### src/rtl/sysclk_pkg.sv
package sysclk_pkg;
  // bit 1 carries the mode (1 = automatic), bit 0 carries the output level
  localparam int unsigned MODE_BIT = 1;
  localparam int unsigned LVL_BIT  = 0;

  typedef enum logic [1:0] {
    ST_MAN_LO  = 2'b00,
    ST_MAN_HI  = 2'b01,
    ST_AUTO_LO = 2'b10,
    ST_AUTO_HI = 2'b11
  } gen_state_e;
endpackage

### src/rtl/sysclk_rst_sync.sv
module sysclk_rst_sync #(
  parameter int unsigned STAGES = 2
) (
  input  logic clk_i,
  input  logic rst_ni,
  output logic rst_no
);
  logic [STAGES-1:0] chain_q;

  always_ff @(posedge clk_i or negedge rst_ni) begin
    if (!rst_ni) begin
      chain_q <= '0;
    end else begin
      chain_q <= {chain_q[STAGES-2:0], 1'b1};
    end
  end

  assign rst_no = chain_q[STAGES-1];
endmodule

### src/rtl/sysclk_sync.sv
module sysclk_sync #(
  parameter int unsigned WIDTH  = 1,
  parameter int unsigned STAGES = 2
) (
  input  logic             clk_i,
  input  logic [WIDTH-1:0] d_i,
  output logic [WIDTH-1:0] q_o
);
  logic [WIDTH-1:0] pipe_q [STAGES];

  // synchronizer flops carry no reset; they settle while reset is held
  always_ff @(posedge clk_i) begin
    pipe_q[0] <= d_i;
    for (int i = 1; i < STAGES; i++) begin
      pipe_q[i] <= pipe_q[i-1];
    end
  end

  assign q_o = pipe_q[STAGES-1];
endmodule

### src/rtl/sysclk_fsm.sv
module sysclk_fsm
  import sysclk_pkg::*;
(
  input  logic       clk_i,
  input  logic       rst_ni,
  input  logic       osc_rise_i,
  input  logic       osc_i,
  input  logic       sel_i,
  input  logic       btn_i,
  output gen_state_e state_o,
  output logic       armed_o
);
  gen_state_e state_q, state_d;
  logic       armed_q;
  logic       state_en;

  // next-state logic
  always_comb begin
    state_d = state_q;
    unique case (state_q)
      ST_AUTO_HI: if (!osc_i)      state_d = ST_AUTO_LO;
      ST_AUTO_LO: if (osc_rise_i)  state_d = sel_i ? ST_AUTO_HI : ST_MAN_LO;
      ST_MAN_HI:  if (!btn_i)      state_d = ST_MAN_LO;
      ST_MAN_LO:  if (btn_i)       state_d = sel_i ? ST_AUTO_LO : ST_MAN_HI;
      default:                     state_d = ST_MAN_LO;
    endcase
  end

  assign state_en = (state_d != state_q);

  // state register; first cycle after reset loads the selected mode's low state
  always_ff @(posedge clk_i or negedge rst_ni) begin
    if (!rst_ni) begin
      state_q <= ST_MAN_LO;
      armed_q <= 1'b0;
    end else if (!armed_q) begin
      state_q <= sel_i ? ST_AUTO_LO : ST_MAN_LO;
      armed_q <= 1'b1;
    end else if (state_en) begin
      state_q <= state_d;
    end
  end

  assign state_o = state_q;
  assign armed_o = armed_q;
endmodule

### src/rtl/sysclk_gen.sv
module sysclk_gen
  import sysclk_pkg::*;
#(
  parameter int unsigned SYNC_STAGES = 2,
  parameter int unsigned RST_STAGES  = 2
) (
  input  logic clk_i,
  input  logic rst_ni,
  input  logic osc_i,
  input  logic auto_sel_i,
  input  logic button_i,
  output logic sclk_o,
  output logic auto_mode_o
);
  localparam int unsigned NUM_IN = 3;

  logic              rst_n_s;
  logic [NUM_IN-1:0] raw_in, sync_in;
  logic              osc_s, sel_s, btn_s;
  logic              osc_d_q;
  logic              osc_rise;
  logic              armed;
  gen_state_e        state;

  sysclk_rst_sync #(.STAGES(RST_STAGES)) u_rst (
    .clk_i  (clk_i),
    .rst_ni (rst_ni),
    .rst_no (rst_n_s)
  );

  assign raw_in = {button_i, auto_sel_i, osc_i};

  sysclk_sync #(.WIDTH(NUM_IN), .STAGES(SYNC_STAGES)) u_sync (
    .clk_i (clk_i),
    .d_i   (raw_in),
    .q_o   (sync_in)
  );

  assign osc_s = sync_in[0];
  assign sel_s = sync_in[1];
  assign btn_s = sync_in[2];

  // previous oscillator sample for rising-edge detection
  always_ff @(posedge clk_i or negedge rst_n_s) begin
    if (!rst_n_s) begin
      osc_d_q <= 1'b0;
    end else begin
      osc_d_q <= osc_s;
    end
  end

  assign osc_rise = osc_s & ~osc_d_q;

  sysclk_fsm u_fsm (
    .clk_i      (clk_i),
    .rst_ni     (rst_n_s),
    .osc_rise_i (osc_rise),
    .osc_i      (osc_s),
    .sel_i      (sel_s),
    .btn_i      (btn_s),
    .state_o    (state),
    .armed_o    (armed)
  );

  assign sclk_o      = state[LVL_BIT];
  assign auto_mode_o = state[MODE_BIT];
endmodule

### config.mk
export PLATFORM = sky130hd
export DESIGN_NAME = sysclk_gen
export DESIGN_NICKNAME = d
export VERILOG_FILES = /design/src/rtl/sysclk_pkg.sv /design/src/rtl/sysclk_rst_sync.sv /design/src/rtl/sysclk_sync.sv /design/src/rtl/sysclk_fsm.sv /design/src/rtl/sysclk_gen.sv
export SDC_FILE = /design/constraint.sdc
export NUM_CORES = 1
export LEC_CHECK = 0
export ABC_AREA = 0
export BUFFER_PORTS_ARGS = -buffer_cell sky130_fd_sc_hd__buf_2
export CAP_MARGIN = 0
export CORE_MARGIN = 1
export CORE_UTILIZATION = 25
export CTS_CLUSTER_DIAMETER = 100
export CTS_CLUSTER_SIZE = 16
export DETAILED_ROUTE_END_ITERATION = 7
export PLACE_DENSITY = 0.41
export SLEW_MARGIN = 0
export SYNTH_ARGS = -nofsm -noshare
export SYNTH_HDL_FRONTEND = slang
export SYNTH_SLANG_ARGS = --single-unit
export TNS_END_PERCENT = 10
### constraint.sdc
create_clock -name clk_i -period 0.8 [get_ports clk_i]
set_clock_uncertainty 0.1 [all_clocks]
set_input_delay 0.08 -clock clk_i [delete_from_list [all_inputs] [get_ports clk_i]]
set_output_delay 0.08 -clock clk_i [all_outputs]
set_load 0.03 [all_outputs]
======== After elaboration in Yosys (flattened, before gate mapping) ========
Memory sizes are Yosys's and may differ from the RTL's.
Cells that the tools add are included.
storage, ports and cells
  input bits .............................. 5
  latch bits .............................. 0
  output and inout bits ................... 2
  logic and storage cells ................. 23
  flip-flop bits (word level) ............. 6
  memories ................................ 1
  ROM bits ................................ 0
  RAM bits ................................ 6
memories
  memory         words  bits a word  rd ports  clocked after Yosys merged registers in  wr ports  RTL line          source
  u_sync.pipe_q  2      3            2         0                                        2         sysclk_sync.sv:9  logic [WIDTH-1:0] pipe_q [STAGES];
cells by class
  reductions and logical operators ........ 1
  order comparisons ....................... 0
  div/mod/pow operators ................... 0
  bitwise logic cells ..................... 2
  equality and inequality tests ........... 5
  add/sub/neg operators ................... 0
  $mul .................................... 0
  shift operators ......................... 0
  mux-type cells .......................... 10
operators with widths
  operator                                        number
  two-way mux 2 bit                               9
  case mux 2 bit (4 select lines)                 1
  == test 2 bit (second input constant)           2
  == test 2 x 1 -> 1 bit (second input constant)  1
  logical NOT 2 bit                               1
  inequality test 2 bit                           1
  inequality test 2 bit (second input constant)   1
  bitwise AND 1 bit                               1
  NOT 1 bit                                       1

======== Depth between registers and ports, before layout ========
Gate-level depths: netlist of run 1.
  depth after elaboration ................. 7
  gate-level depth with buffers ........... 3
  depth with buffers taken out ............ 3

======== By module ========
A second synthesis of run 1 with hierarchy kept.
unflattened totals
  cells, all modules ...................... 29
  area, all modules ....................... 377.9 um^2
by module, submodules not included
  module           area an instance (um^2)  instances  sequential area each (um^2)  cells each
  sysclk_fsm       142.6                    1          75.1                         15
  sysclk_sync      142.6                    1          120.1                        9
  sysclk_rst_sync  53.8                     1          50.0                         3
  sysclk_gen       38.8                     1          25.0                         2

======== Least setup slack after synthesis of run 1 ========
Ideal clock, no wire load.
  kind .................................... register to register
  start ................................... register u_fsm.state_q[0], in the netlist u_fsm.state_o[0]
  end ..................................... register u_fsm.state_q[1], in the netlist u_fsm.state_o[1]
  required time ........................... 576 ps
  data arrival time ....................... 1055 ps
  path buffers ............................ 0
  period minus slack after synthesis ...... 1279 ps
  cell stages (with the launch flop) ...... 4
  path slack .............................. -479 ps
  setup time .............................. 124 ps
  path through ............................ dfrtp_1 -> or3b_1 -> a21oi_1 -> a21oi_1
on the way
  longest elaborated chain between the ends .. 4
  elaborated cells on any way between the ends .. 13
  those cells by class .................... eq/ne (5); mux (7); reduce/logical (1)
ends and longest elaborated chain
  what                                                                         RTL line                            source
  from (decl)                                                                  sysclk_fsm.sv:13                    gen_state_e state_q, state_d;
  from (signal assigned)                                                       sysclk_fsm.sv:37                    state_q <= sel_i ? ST_AUTO_LO : ST_MAN_LO;
  from (signal assigned)                                                       sysclk_fsm.sv:40                    state_q <= state_d;
  == test 2 x 1 -> 1 bit (tied with other cells)                               sysclk_fsm.sv:20                    unique case (state_q)
  case mux 2 bit (4 select lines)                                              sysclk_fsm.sv:20
  inequality test 2 bit or two-way mux 2 bit (tied branches)                   sysclk_fsm.sv:29, sysclk_fsm.sv:39
  inequality test 2 bit (no source line) or two-way mux 2 bit (tied branches)  --
Parallel ways exist; a longest one is shown, timed or not. The select of a mux whose other input is x is not followed.
A chain may end at the register's enable or synchronous reset.

======== Final worst setup path of run 1 ========
  start ................................... register osc_d_q
  end ..................................... register u_fsm.state_q[1], in the netlist u_fsm.state_o[1]
on the way
  longest elaborated chain between the ends .. 6
  elaborated cells on any way between the ends .. 8
  those cells by class .................... eq/ne (2); mux (4); bitwise (2)
ends and longest elaborated chain
  what                                                                         RTL line                            source
  from (decl)                                                                  sysclk_gen.sv:20                    logic osc_d_q;
  from (signal assigned)                                                       sysclk_gen.sv:48                    osc_d_q <= osc_s;
  NOT 1 bit (*)                                                                sysclk_gen.sv:52                    assign osc_rise = osc_s & ~osc_d_q;
  bitwise AND 1 bit (*)                                                        sysclk_gen.sv:52
  two-way mux 2 bit (*)                                                        sysclk_fsm.sv:22                    ST_AUTO_LO: if (osc_rise_i) state_d = sel_i ? ST_AUTO_HI : ST_MAN_LO;
  case mux 2 bit (4 select lines) (*)                                          sysclk_fsm.sv:20
  inequality test 2 bit or two-way mux 2 bit (tied branches)                   sysclk_fsm.sv:29, sysclk_fsm.sv:39
  inequality test 2 bit (no source line) or two-way mux 2 bit (tied branches)  --
Mark *: on every way between the ends. The rest lies on a longest branch, timed or not. The select of a mux whose other input is x is not followed.

==> results.sh, run 1 <==
export IMPL_met3WireLength_microns=18
export IMPL_hpwl_microns=403
export IMPL_stdcell_count=57
export IMPL_slew_violations=0
export IMPL_syn_to_final_growth_pct=43.3
export IMPL_cts_buffers=3
export IMPL_hp_class="register to asynchronous set/reset pin"
export IMPL_syn_cell_area_sq_um=344
export IMPL_drive_gt1_share_pct=33.3
export IMPL_ys_seq_elements=12
export IMPL_async_reset_ff_share_pct=50.0
export IMPL_status="complete, but fails checks"
export IMPL_finalPower_mw=1.15
export IMPL_dpl_worst_slack_ps=-347
export IMPL_rsz0062_at_grt="yes"
export IMPL_ys_flop_type="dfxtp_1"
export IMPL_drv_cap=0
export IMPL_wl_per_cell_microns=9.93
export IMPL_layout_min_cycle_time_ps=1140
export IMPL_cts_root_buf="clkbuf_4"
export IMPL_grt_use_total_pct=10.2
export IMPL_path_class="register to register"
export IMPL_gp_congestion=0.641
export IMPL_routed_top_layer="met3"
export IMPL_nets=48
export IMPL_synth_area_leaders="dfrtp_1 44%, dfxtp_1 35%, a21oi_1 4.4%"
export IMPL_grt_pass1_wl_microns=945
export IMPL_finalHoldViolCount=4
export IMPL_n_fill_cell=138
export IMPL_cts_htree_levels=1
export IMPL_firstDrtPassIters=2
export IMPL_fmax_mhz=875
export IMPL_post_route_util_pct=38.4
export IMPL_antenna_found_initial=0
export IMPL_num_vias=228
export IMPL_cts_path_max_buffers=2
export IMPL_yosys_warnings=0
export IMPL_timing_hold_ws_ps=-39.1
export IMPL_cts_hold_buf=4
export IMPL_ant_nets=0
export IMPL_viasPerCell=4.00
export IMPL_fin_crit_sh_pct=143
export IMPL_synth_top_area_share_pct=43.6
export IMPL_place_area_sq_um=413
export IMPL_die_y_microns=39.1
export IMPL_setup_violations=4
export IMPL_tns_ps=-1090
export IMPL_synth_common_cells="6 x dfrtp_1, 6 x dfxtp_1, 3 x a21oi_1, 3 x o21ai_0, 2 x inv_1"
export IMPL_design_area_sq_um=493
export IMPL_clkTransAtPathRegs_ps=70
export IMPL_start_util_pct=26.8
export IMPL_violations="negative hold slack, negative setup slack"
export IMPL_synth_compound_area_share_pct=10.9
export IMPL_cts_setup_buffers=0
export IMPL_drt_iter0_markers=1
export IMPL_grt_max_degree=8
export IMPL_placed_cells=49
export IMPL_grt_pass1_vias=232
export IMPL_startpoint="osc_d_q$_DFF_PN0_"
export IMPL_gr_total_overflow=0
export IMPL_routed_wl_microns=566
export IMPL_route_detailed_drc=0
export IMPL_worst_path_max_fanout=2
export IMPL_io_buffers=6
export IMPL_crit_path_end_kind="register"
export IMPL_synthAdderAreaFrac_pct=0
export IMPL_syn_avg_cell_area_sq_um=13.8
export IMPL_synthSimpleGateAreaFrac_pct=7.27
export IMPL_synth_top_family_by_area="compound AO/OA/AOI/OAI gates"
export IMPL_worstPathArrival_ps=1190
export IMPL_boundaryPins=7
export IMPL_r2r_slack_ps=-340
export IMPL_synthMuxAreaShare_pct=0
export IMPL_synth_xor_area_share_pct=0
export IMPL_yosysSeqAreaShare_pct=78.5
export IMPL_synth_edf_count=0
export IMPL_ir_worst_vdd_mv=0.899
export IMPL_wl_met1_microns=235
export IMPL_r2r_end="u_fsm.state_o[1]$_DFFE_PN0P_"
export IMPL_coreArea_sq_um=1280
export IMPL_reg2reg_depth=3
export IMPL_fp_dieW_microns=39.1
export IMPL_powerDensity_nw_per_um2=2340
export IMPL_cp_required_ps=850
export IMPL_dieArea_sq_um=1530
export IMPL_reg2reg_from="osc_d_q$_DFF_PN0_"
export IMPL_num_antenna_cells=0
export IMPL_fin_ws_ps=-343
export IMPL_cts_tree="done"
export IMPL_wl_met2_microns=312
export IMPL_synth_cells=25
export IMPL_clk_latency_ps=260
export IMPL_cts_sinks=12
export IMPL_yosysTopAreaCell="dfrtp_1"
export IMPL_startpoint_type="register"
export IMPL_leakagePower_nw=0.224
export IMPL_synth_cell_types=10
export IMPL_num_rows=13
[placed cells by master, fill, tap and decap left out, types with 2 or more instances in the layout]
cell type | synthesis | final
dfrtp_1 | 6 | 5
conb_1 | 1 | 2
dfxtp_1 | 6 | 5
inv_1 | 2 | 2
dlygate4sd3_1 | 0 | 4
a21oi_1 | 3 | 2
buf_4 | 0 | 3
clkbuf_4 | 0 | 3
o21ai_0 | 3 | 2
buf_2 | 0 | 4
[worst max-delay path by stage]
stage                              endpoint  slack, ps
4_1_cts        u_fsm.state_o[1]$_DFFE_PN0P_       -350
6_report       u_fsm.state_o[1]$_DFFE_PN0P_       -340
5_1_grt        u_fsm.state_o[1]$_DFFE_PN0P_       -380
2_1_floorplan  u_fsm.state_o[1]$_DFFE_PN0P_       -400
3_5_place_dp   u_fsm.state_o[1]$_DFFE_PN0P_       -350
3_3_place_gp   u_fsm.state_o[1]$_DFFE_PN0P_       -320
[worst max-delay path, stage by stage (launching register included)]
cell and delay (ps):
dfrtp_1 380, or3b_1 370, a21oi_1 130, a21oi_1 50
[per-layer routing]
metal	GRT usage, %	vias to the layer above
li1	-	114
met4	10.3	0
met1	10.8	110
met5	0	-
met3	3.47	0
met2	15.0	4
[timing repair]
item | 4_1_cts | 5_1_grt
setup endpoints to repair | 4 | 4
gates cloned | 0 | 0
pin swaps | 0 | 1
gates resized for setup | 6 | 0
endpoints found under the hold margin | 9 | 4
[sequential cells by signal, indices dropped and copies added, names as in the netlist]
register and count:
osc_d_q 1, u_fsm.armed_o 1, u_fsm.state_o 2, u_rst.chain_q 2
u_sync.pipe_q 6
[power by group]
group          internal [mW]  leakage (nW)  total [mW]  switching (mW)
logic                 0.0628        0.0878       0.119          0.0564
registers              0.640         0.121       0.665          0.0250
clock network          0.193        0.0150       0.367           0.174
total                  0.896         0.224        1.15           0.255
[layout make-up]
cell class                      count  area, sq um  area share (%)
Tap cell                           15         18.8            3.81
Clock buffer                        4         26.3            5.33
Multi-Input combinational cell     12         73.8            15.0
Timing Repair Buffer               12         93.8            19.0
Inverter                            2         7.51            1.52
Sequential cell                    12          273            55.3
[kinds of logic after synthesis]
kind of cell    Yosys count
flops                    12
compound gates            7
simple gates              3
buf+inv                   2
other cells               1
Power figures use the tool's default switching activity.
==> run 2, diff against run 1 <==
--- a/config.mk
+++ b/config.mk
@@ -9,11 +9,11 @@
 export BUFFER_PORTS_ARGS = -buffer_cell sky130_fd_sc_hd__buf_2
 export CAP_MARGIN = 0
 export CORE_MARGIN = 1
-export CORE_UTILIZATION = 25
+export CORE_UTILIZATION = 26
 export CTS_CLUSTER_DIAMETER = 100
 export CTS_CLUSTER_SIZE = 16
 export DETAILED_ROUTE_END_ITERATION = 7
-export PLACE_DENSITY = 0.41
+export PLACE_DENSITY = 0.42
 export SLEW_MARGIN = 0
 export SYNTH_ARGS = -nofsm -noshare
 export SYNTH_HDL_FRONTEND = slang
==> run 2 against run 1 <==
  * The flow still finishes with violations (negative hold slack, negative setup slack)
  * Power is 8.7% higher
  * Die area is 3.6% lower
  * Cell count is 1.8% lower
  * Cell area is 2.3% higher
  * Sequential power hardly changed
  * Core utilization is 4.7 points higher
  * Largest cell class unchanged
  * Critical path type unchanged
  * Sequential share of layout area is 1.5 points lower
  * Non-clock buffer count stayed put
  * Count of clock-buffer cells in the layout stayed put
  * Critical path depth stayed put
==> results.sh, run 2 (same netlist as run 1, synthesis figures left out) <==
export IMPL_cp_required_ps=860
export IMPL_path_class="register to register"
export IMPL_num_rows=12
export IMPL_dieArea_sq_um=1470
export IMPL_routed_wl_microns=553
export IMPL_fin_crit_sh_pct=144
export IMPL_final_cell_mix="6 x dfxtp_1, 5 x dfrtp_1, 4 x dlygate4sd3_1, 4 x buf_2"
export IMPL_register_area_sq_um=272
export IMPL_clk_latency_ps=270
export IMPL_reg2reg_depth=3
export IMPL_viasPerCell=4.11
export IMPL_cts_hold_buf=4
export IMPL_crit_path_end_kind="register"
export IMPL_setup_violations=4
export IMPL_cts_setup_buffers=0
export IMPL_clkTransAtPathRegs_ps=70
export IMPL_finalHoldViolCount=4
export IMPL_leakagePower_nw=0.231
export IMPL_cts_root_buf="clkbuf_4"
export IMPL_hpwl_microns=424
export IMPL_fin_ws_ps=-349
export IMPL_placed_cells=48
export IMPL_ant_nets=0
export IMPL_finalPower_mw=1.25
export IMPL_nets=48
export IMPL_grt_pass1_vias=278
export IMPL_worstPathArrival_ps=1210
export IMPL_cts_htree_levels=1
export IMPL_multi_input_area_sq_um=73.8
export IMPL_coreArea_sq_um=1170
export IMPL_grt_pass1_wl_microns=959
export IMPL_timing_hold_ws_ps=-33.6
export IMPL_drv_cap=0
export IMPL_final_common_cell="dfxtp_1"
export IMPL_grt_use_met3_pct=1.74
export IMPL_largest_register_ffs=6
export IMPL_io_buffers=6
export IMPL_num_antenna_cells=0
export IMPL_firstDrtPassIters=1
export IMPL_hp_class="register to asynchronous set/reset pin"
export IMPL_fp_dieW_microns=38.4
export IMPL_syn_to_final_growth_pct=46.5
export IMPL_slew_violations=0
export IMPL_fmax_mhz=870
export IMPL_die_y_microns=38.4
export IMPL_busiest_layer="met2"
export IMPL_worst_path_max_fanout=2
export IMPL_num_vias=230
export IMPL_gr_total_overflow=0
export IMPL_ir_worst_vdd_mv=1.01
export IMPL_powerDensity_nw_per_um2=2480
export IMPL_start_util_pct=29.4
export IMPL_wl_per_cell_microns=9.88
export IMPL_antenna_found_initial=0
export IMPL_n_fill_cell=122
export IMPL_violations="negative hold slack, negative setup slack"
export IMPL_dpl_worst_slack_ps=-355
export IMPL_drive_gt1_share_pct=33.3
export IMPL_boundaryPins=7
export IMPL_route_detailed_drc=0
export IMPL_rsz0062_at_grt="yes"
export IMPL_cts_path_max_buffers=2
export IMPL_grt_use_total_pct=10.3
export IMPL_stdcell_count=56
export IMPL_layout_min_cycle_time_ps=1150
export IMPL_grtUsageMet1_pct=8.18
export IMPL_startpoint_type="register"
export IMPL_drt_iter0_markers=0
export IMPL_met2_usage_pct=19.9
export IMPL_tns_ps=-1080
export IMPL_cts_buffers=3
export IMPL_gp_congestion=0.670
export IMPL_grt_max_degree=8
export IMPL_cts_sinks=12
export IMPL_status="complete, but fails checks"
export IMPL_max_flop_register="u_sync.pipe_q"
export IMPL_cts_tree="done"
[run 2: final cells by class]
cell class                 instances  share of cell area, %
multi-input combinational         12                   14.6
clock buffer                       4                   7.20
timing repair buffer              12                   19.4
inverter                           2                   1.49
sequential                        12                   53.8
tap                               14                   3.47
[run 2: final timing paths]
kind                                         startpoint                            to  slack, ps
max in group asynchronous    u_rst.chain_q[1]$_DFF_PN0_  u_fsm.state_o[0]$_DFFE_PN0P_        450
hold reg to reg              u_rst.chain_q[1]$_DFF_PN0_  u_fsm.state_o[1]$_DFFE_PN0P_        -30
min in group clk_i          u_sync.pipe_q[0][1]$_DFF_P_   u_sync.pipe_q[0][4]$_DFF_P_        230
setup / recovery           u_fsm.state_o[0]$_DFFE_PN0P_  u_fsm.state_o[1]$_DFFE_PN0P_       -350
setup reg to reg           u_fsm.state_o[0]$_DFFE_PN0P_  u_fsm.state_o[1]$_DFFE_PN0P_       -350
hold / removal               u_rst.chain_q[1]$_DFF_PN0_  u_fsm.state_o[1]$_DFFE_PN0P_        -30
[run 2: worst max-delay path: stages (launching register included)]
cell     delay, ps
dfrtp_2        400
or3b_1         370
a21oi_2        130
a21oi_1         50
[run 2: metrics by stage]
stage                     utilization [%]  cell area [sq um]
after floorplan                         -                349
after global placement               35.1                412
after detailed placement             35.1                412
after CTS                            42.7                500
after global routing                 43.1                504
final                                43.1                504
[run 2: metal layers]
layer / part of all wire, % / vias to the layer above
li1: - / 117
met1: 38 / 105
met2: 57 / 6
met3: 4.2 / 2
met4: 1.3 / 0
met5: 0 / -
[run 2: power breakdown]
| part | switching, mW | total (mW) | leakage (nW) | internal [mW] |
|---|---|---|---|---|
| combinational | 0.0526 | 0.119 | 0.0892 | 0.0660 |
| clock | 0.190 | 0.466 | 0.0210 | 0.276 |
| sequential | 0.0273 | 0.667 | 0.121 | 0.640 |
| total | 0.270 | 1.25 | 0.231 | 0.982 |
[run 2: what timing repair did]
action / in CTS / in global routing
gates resized for setup: 4 / 1
setup endpoints to repair: 4 / 4
pin swaps: 0 / 0
endpoints found under the hold margin: 9 / 4
